`src/rtl/gpio_lvl_pkg.sv`:
```
package gpio_lvl_pkg;
   // Word index decoded from byte address bits [4:2]; the order is the map.
   typedef enum logic [2:0] {
      W_DOUT   = 3'd0,
      W_OEN    = 3'd1,
      W_PIN    = 3'd2,
      W_STAT   = 3'd3,
      W_POL_LO = 3'd4,
      W_IEN    = 3'd5,
      W_POL_HI = 3'd6,
      W_MUX    = 3'd7
   } reg_word_e;
endpackage

```
`src/rtl/gpio_sync.sv`:
```
module gpio_sync #(
   parameter int W      = 12,
   parameter int STAGES = 2
) (
   input  logic         clk,
   input  logic         rst_n,
   input  logic [W-1:0] d_async,
   output logic [W-1:0] q_sync
);
   generate
      if (STAGES < 2) begin : g_bad_stages
         $error("gpio_sync: STAGES must be at least 2");
      end
   endgenerate

   logic [W-1:0] chain_q [STAGES];

   always_ff @(posedge clk or negedge rst_n) begin
      if (!rst_n) begin
         for (int s = 0; s < STAGES; s++) chain_q[s] <= '0;
      end else begin
         chain_q[0] <= d_async;
         for (int s = 1; s < STAGES; s++) chain_q[s] <= chain_q[s-1];
      end
   end

   assign q_sync = chain_q[STAGES-1];
endmodule

```
`src/rtl/gpio_lvl_cell.sv`:
```
module gpio_lvl_cell (
   input  logic clk,
   input  logic rst_n,
   input  logic lvl_in,
   input  logic pol_low,
   input  logic clr,
   output logic stat
);
   logic act;
   logic stat_q;

   assign act = lvl_in ^ pol_low;

   // clear wins for one cycle; a still-active level sets the bit the next edge
   always_ff @(posedge clk or negedge rst_n) begin
      if (!rst_n)    stat_q <= 1'b0;
      else if (clr)  stat_q <= 1'b0;
      else           stat_q <= stat_q | act;
   end

   assign stat = stat_q;


   clr_wins_chk: assert property (@(posedge clk) disable iff (!rst_n)
      clr |=> !stat_q);

   sticky_hold_chk: assert property (@(posedge clk) disable iff (!rst_n)
      (stat_q && !clr) |=> stat_q);

   level_set_chk: assert property (@(posedge clk) disable iff (!rst_n)
      (act && !clr) |=> stat_q);
endmodule

```
`src/rtl/gpio_lvl_ctrl.sv`:
```
module gpio_lvl_ctrl
   import gpio_lvl_pkg::*;
#(
   parameter int NPINS  = 12,
   parameter int DW     = 32,
   parameter int AW     = 8,
   parameter int GRP    = 8,
   parameter int STRIDE = 4,
   parameter int SYNC_STAGES = 2
) (
   input  logic             clk,
   input  logic             rst_n,
   input  logic [AW-1:0]    bus_addr,
   input  logic             bus_we,
   input  logic [DW-1:0]    bus_wdata,
   output logic [DW-1:0]    bus_rdata,
   input  logic [NPINS-1:0] pin_in,
   output logic [NPINS-1:0] pin_out,
   output logic [NPINS-1:0] pin_oe,
   output logic             irq
);
   localparam int NGRP = (NPINS + GRP - 1) / GRP;

   generate
      if (NGRP > 2) begin : g_bad_groups
         $error("gpio_lvl_ctrl: only two polarity registers exist");
      end
      if (GRP * STRIDE > DW) begin : g_bad_stride
         $error("gpio_lvl_ctrl: polarity field does not fit the word");
      end
      if (NPINS > DW || AW < 6) begin : g_bad_width
         $error("gpio_lvl_ctrl: width parameters out of range");
      end
   endgenerate

   logic [NPINS-1:0] dout_q, oen_q, ien_q, pol_q;
   logic [DW-1:0]    mux_q;
   logic [NPINS-1:0] in_sync, stat, clr_vec;
   logic             addr_ok, wr;
   reg_word_e        word;
   logic [DW-1:0]    pol_lo_view, pol_hi_view;

   // ---- address decode ----
   assign addr_ok = (bus_addr[1:0] == 2'b00) && (bus_addr[AW-1:5] == '0);
   assign word    = reg_word_e'(bus_addr[4:2]);
   assign wr      = bus_we && addr_ok;

   // ---- input synchroniser ----
   gpio_sync #(.W(NPINS), .STAGES(SYNC_STAGES)) u_sync (
      .clk    (clk),
      .rst_n  (rst_n),
      .d_async(pin_in),
      .q_sync (in_sync)
   );

   // ---- plain storage registers ----
   always_ff @(posedge clk or negedge rst_n) begin
      if (!rst_n) begin
         dout_q <= '0;
         oen_q  <= '0;
         ien_q  <= '0;
         mux_q  <= '0;
      end else if (wr) begin
         case (word)
            W_DOUT:  dout_q <= bus_wdata[NPINS-1:0];
            W_OEN:   oen_q  <= bus_wdata[NPINS-1:0];
            W_IEN:   ien_q  <= bus_wdata[NPINS-1:0];
            W_MUX:   mux_q  <= bus_wdata;
            default: ;
         endcase
      end
   end

   // ---- polarity bits, one per pin at a fixed stride ----
   generate
      for (genvar n = 0; n < NPINS; n++) begin : g_pol
         localparam int BITP = STRIDE * (n % GRP);
         localparam reg_word_e PW = (n < GRP) ? W_POL_LO : W_POL_HI;
         always_ff @(posedge clk or negedge rst_n) begin
            if (!rst_n)                 pol_q[n] <= 1'b0;
            else if (wr && word == PW)  pol_q[n] <= bus_wdata[BITP];
         end
      end
   endgenerate

   always_comb begin
      pol_lo_view = '0;
      pol_hi_view = '0;
      for (int n = 0; n < NPINS; n++) begin
         if (n < GRP) pol_lo_view[STRIDE*(n%GRP)] = pol_q[n];
         else         pol_hi_view[STRIDE*(n%GRP)] = pol_q[n];
      end
   end

   // ---- per-pin level detectors ----
   assign clr_vec = (wr && word == W_STAT) ? bus_wdata[NPINS-1:0] : '0;

   generate
      for (genvar n = 0; n < NPINS; n++) begin : g_cell
         gpio_lvl_cell u_cell (
            .clk    (clk),
            .rst_n  (rst_n),
            .lvl_in (in_sync[n]),
            .pol_low(pol_q[n]),
            .clr    (clr_vec[n]),
            .stat   (stat[n])
         );
      end
   endgenerate

   // ---- outputs ----
   assign pin_out = dout_q;
   assign pin_oe  = oen_q;
   assign irq     = |(stat & ien_q);

   // ---- read path ----
   always_comb begin
      bus_rdata = '0;
      if (addr_ok) begin
         case (word)
            W_DOUT:   bus_rdata[NPINS-1:0] = dout_q;
            W_OEN:    bus_rdata[NPINS-1:0] = oen_q;
            W_PIN:    bus_rdata[NPINS-1:0] = in_sync;
            W_STAT:   bus_rdata[NPINS-1:0] = stat;
            W_POL_LO: bus_rdata = pol_lo_view;
            W_IEN:    bus_rdata[NPINS-1:0] = ien_q;
            W_POL_HI: bus_rdata = pol_hi_view;
            W_MUX:    bus_rdata = mux_q;
            default:  bus_rdata = '0;
         endcase
      end
   end


   irq_hold_chk: assert property (@(posedge clk) disable iff (!rst_n)
      (irq && !bus_we) |=> irq);

   oe_stable_chk: assert property (@(posedge clk) disable iff (!rst_n)
      !bus_we |=> ($stable(pin_oe) && $stable(pin_out)));

   bad_addr_read_chk: assert property (@(posedge clk) disable iff (!rst_n)
      !addr_ok |-> (bus_rdata == '0));
endmodule

```
`config.mk`:
```
export PLATFORM = sky130hd
export DESIGN_NAME = gpio_lvl_ctrl
export DESIGN_NICKNAME = d
export VERILOG_FILES = /design/src/rtl/gpio_lvl_pkg.sv /design/src/rtl/gpio_sync.sv /design/src/rtl/gpio_lvl_cell.sv /design/src/rtl/gpio_lvl_ctrl.sv
export SDC_FILE = /design/constraint.sdc
export NUM_CORES = 1
export LEC_CHECK = 0
export ABC_AREA = 1
export BUFFER_PORTS_ARGS = -buffer_cell sky130_fd_sc_hd__buf_2
export CAP_MARGIN = 20
export CORE_ASPECT_RATIO = 1.25
export CORE_MARGIN = 10
export CORE_UTILIZATION = 59
export CTS_CLUSTER_SIZE = 8
export DETAILED_ROUTE_END_ITERATION = 10
export GPL_TIMING_DRIVEN = 0
export MAX_ROUTING_LAYER = met4
export PLACE_DENSITY = 0.85
export SYNTH_ARGS = -nofsm -noshare
export SYNTH_HDL_FRONTEND = slang
export SYNTH_SLANG_ARGS = --single-unit
```
`constraint.sdc`:
```
create_clock -name clk -period 3.69 [get_ports clk]
set_input_delay 0.5535 -clock clk [delete_from_list [all_inputs] [get_ports clk]]
set_output_delay 0.5535 -clock clk [all_outputs]
set_load 0.01 [all_outputs]
```
Yosys cells after proc, flatten, opt, wreduce, memory -nomap -nowiden
Index checks and enable logic that the tools add are counted.
Widths: inputs -> output; s select.

cells by class
  equal/unequal tests = 7
  mux-type cells = 16
  bitwise logic cells = 25
  reduce and logical (&&, ||, !) cells = 13

operators with widths
  kind                count
  $pmux 12 s8         1
  $pmux 20 s3         1
  $mux 32             1
  $and 12x12->12      1
  $eq 3x3->1 const B  4
  $mux 1              12
  $mux 12             1
  $or 1x1->1          12
  $reduce_or 12->1    1
  $xor 1x1->1         12
  $reduce_and 2->1    4
  $eq 3x2->1 const B  2
  $logic_not 3->1     2
  $logic_and 1x1->1   5
  $eq 3x1->1 const B  1
  $logic_not 2->1     1

word-level totals
  register bits = 116
  input bits = 55
  logic and storage cells = 91

Logic depth before layout (Yosys ltp)
  depth in word-level cells = 6
  depth in mapped cells = 8
  mapped depth without buffers = 7

By module
Synthesis repeated with hierarchy kept, for this count alone.

second synthesis, totals
  cells, all modules = 780
  area total of the unflattened synthesis = 5868.1 sq um

modules (own cells, without submodules)
  module         times used  cells each  area an instance (sq um)
  gpio_lvl_ctrl  1           624         4456.8
  gpio_lvl_cell  12          10          60.1
  gpio_sync      1           36          690.7

Worst setup path after synthesis
Ideal clock, no wire load.

  path kind = input to output
  start point = input bus_addr[3]
  end point = output bus_rdata[4]
  data arrival time = 1.549 ns
  required time = 3.137 ns
  slack = 1.588 ns
  stages = 8
  path buffers = 3
  cell sequence = buf_2 -> nor2_2 -> buf_4 -> buf_2 -> nand3_1 -> nand2_1 -> nor2_1 -> a21oi_1

on the way
  longest elaborated chain between the ends = 3
  elaborated cells between the ends (all ways) = 10
  classes of those cells = eq/ne: 7; mux: 2; reduce/logical: 1

ends and longest elaborated chain
  item                                RTL line              RTL
  from (decl)                         gpio_lvl_ctrl.sv:13   input logic [AW-1:0] bus_addr,
  $eq 3x3->1 (tied with other cells)  gpio_lvl_ctrl.sv:120  case (word)
  $pmux 12 s8 (*)                     gpio_lvl_ctrl.sv:120
  $mux 32 (*)                         gpio_lvl_ctrl.sv:119  if (addr_ok) begin
  to (decl)                           gpio_lvl_ctrl.sv:16   output logic [DW-1:0] bus_rdata,

Every way passes the cells marked *; elsewhere a longest branch is shown, timed or not.

Final worst setup path
  start point = input bus_addr[4]
  end point = output bus_rdata[4]

The elaborated chain is that of the path after synthesis.

==> flow_summary.toml <==
[status]
status = "finished, final reports clean"

[critical_path]
crit_path_max_fanout = 10
cp.required_ns = 3.14
arrival_ns = 2.28
start_kind = "input pin"
rr_startpoint = "pol_lo_view[16]"
reg2reg_depth = 4
worst-r2r-setup-slack_ns = 2.71
reg2reg_to = "g_cell[4].u_cell.stat"
critPathKind = "input pin to primary output"
end_kind = "primary output"

[grt]
grtUsageTotal = 0.279
grt_overflow = 0
grt_pass1_wl_mm = 28.6
antenna_found_initial = 0
grt_max_degree = 77
grt_pass1_vias = 5591

[clock_tree]
clkSinkCount = 116
cts_max_level = 4
clock_latency_ns = 0.42
clock_path_buffers = 2
clk_pin_slew_ns = 0.05
cts_buffers = 17
post_cts_buffers = 0
cts_root_buf = "clkbuf_16"
cts-resized-gates = 0
tritoncts = "built"
holdBufCountCts = 0

[placement]
gp_congestion = 0.953
post-place-ws_ns = 0.906
portBuffers = 110
dp_hpwl_mm = 13.3

[synthesis]
synth_top_cells_by_count = "nand2_1 (333), dfrtp_1 (116), nor2_1 (39), inv_1 (36), nand4_1 (33)"
synth.most_common_cell = "nand2_1"
yosys.area_share.xor_xnor = 0.00481
ys_types = 23
yosys.area.top_type = "dfrtp_1"
synth_simple_gate_area_frac = 0.345
ys_ff_latch = 116
syn_inst = 705
yosys_most_used_dff = "dfrtp_1"
ys_seq_area_frac = 0.532
yosys_warnings = 0
synth.avg_cell_area_um2 = 7.75
async_flop_share = 1.00
synth_edf_count = 0
netlist_area_um2 = 5460
synth_fa_ha_area_frac = 0
syn_nets = 760
synth_area_leaders = "dfrtp_1 (53%), nand2_1 (23%), nand4_1 (3.8%)"
synth-compound-area-share = 0.0582
synth.top_cell.area_share = 0.532
muxShareOfSynthArea = 0
synth_top_family_by_area = "simple AND/OR/NAND/NOR gates"

[power]
swShare = 0.235
p_sw_uw = 755
p_per_area_nw_per_um2 = 475
irDropWorstVdd_mv = 0.477
clockPowerShare = 0.495
power.total_mw = 3.21
comb_power_share = 0.078
p_seq_frac = 0.427
internal_power_mw = 2.46
leakage_nw = 3.76

[timing]
final.period_utilization = 0.769
worst_slew_margin_rel = 0.579
hold_viol_final = 0
worst_slew_pin_slew_ns = 0.631
period_minus_slack_ns = 2.84
maxSlewViolCount = 0
finalClockSkew_ns = 0.00493
fin_ws_ns = 0.852
setup_viol = 0
tns_ns = 0
rsz0062_at_grt = "no"
max_freq_mhz = 352

[route]
wl_mm = 18.4
drc = 0
dr.pass1.iters = 9
vias = 5496
vias_per_cell = 5.68
drt-wirelength-per-cell_um = 19.0
ant_nets = 0
drtIter0Drc = 481

[layout]
syn_to_final_growth_pct = 23.8
diodes = 0
drive_above_1_share = 0.215
final_nets = 890

[floorplanning]
fp.coreArea_um2 = 9080
num_rows = 39
io_pins = 112
start_util = 0.602
die_area_um2 = 13500
die_y_um = 128
die_w_um = 106

[worst_hold_path]
hold_class = "input pin to async pin"

[flow_run]
cap_violations = 0
[state kept, by name (all words and copies together), names as in the netlist]
register	count
u_sync.q_sync	12
mux_q	32
pin_out	12
g_cell.u_cell.stat	12
ien_q	12
u_sync.chain_q	12
pol_lo_view	8
pol_hi_view	4
pin_oe	12
[metal layers]
metal	track usage	vias up	wire length (um)
li1	-	2492	-
met1	0.311	2626	6820
met2	0.460	304	9180
met3	0.0619	74	1500
met4	0.146	0	899
met5	-	-	0
[logic make-up after synthesis]
kind of cell / count (synthesis)
buffers and inverters: 77
and+or+nand+nor: 450
AOI/OAI and AO/OA: 59
xor gates and xnor gates: 3
DFF: 116
[worst max-delay path by stage]
stage / start / to / slack, ns / depth (start not counted)
2_1_floorplan: bus_addr[3] / bus_rdata[4] / 1.59 / 8
3_3_place_gp: rst_n / pin_out[9] / 0.75 / 1
3_5_place_dp: bus_addr[1] / bus_rdata[4] / 0.91 / 8
4_1_cts: bus_addr[1] / bus_rdata[4] / 0.89 / 8
5_1_grt: bus_addr[4] / bus_rdata[4] / 0.79 / 8
6_report: bus_addr[4] / bus_rdata[4] / 0.85 / 8
[layout by cell type, fill, tap and decap left out, drive strengths merged]
| cell type | netlist | layout |
|---|---|---|
| a21oi | 29 | 29 |
| a22o | 6 | 6 |
| buf | 25 | 136 |
| bufinv | 0 | 2 |
| clkbuf | 9 | 33 |
| clkinv | 0 | 3 |
| dfrtp | 116 | 116 |
| inv | 43 | 43 |
| nand2 | 335 | 335 |
| nand3 | 31 | 31 |
| nand4 | 34 | 34 |
| nor2 | 49 | 49 |
| nor3 | 1 | 1 |
| o21ai | 24 | 24 |
| xnor2 | 3 | 3 |
[critical path, stage by stage]
cell and delay, ns:
buf_2 0.13, inv_2 0.04, buf_2 0.19, nand2_2 0.28, clkbuf_1 0.41, o21ai_0 0.26
a21oi_1 0.24, buf_2 0.17
[metrics by stage]
step / cell area (um2) / util / hold slack, ns / cells
finish: 6760 / 0.745 / 0.125 / 968
CTS: 6760 / 0.745 / 0.141 / 968
detailed placement: 6190 / 0.683 / 0.335 / 939
global route: 6760 / 0.745 / 0.164 / 968
floorplan: 5460 / - / 0.258 / 705
global placement: 6160 / 0.679 / 0.333 / 938
[final cells by class]
cell class / count / area (um2)
Buffer: 34 / 166
Clock buffer: 24 / 492
Clock inverter: 5 / 75.1
Fill cell: 744 / 2310
Inverter: 43 / 161
Multi-Input combinational cell: 512 / 2230
Sequential cell: 116 / 2900
Tap cell: 123 / 154
Timing Repair Buffer: 111 / 581
[power groups by stage]
stage	Combinational, mW	Clock (mW)	Sequential [mW]
floorplan	0.111	0	1.38
global placement	0.238	0	1.39
CTS	0.250	1.60	1.37
global route	0.276	1.65	1.38
finish	0.252	1.59	1.37
detailed placement	0.249	0	1.39
Note: power is estimated with default switching activity, not from simulation.
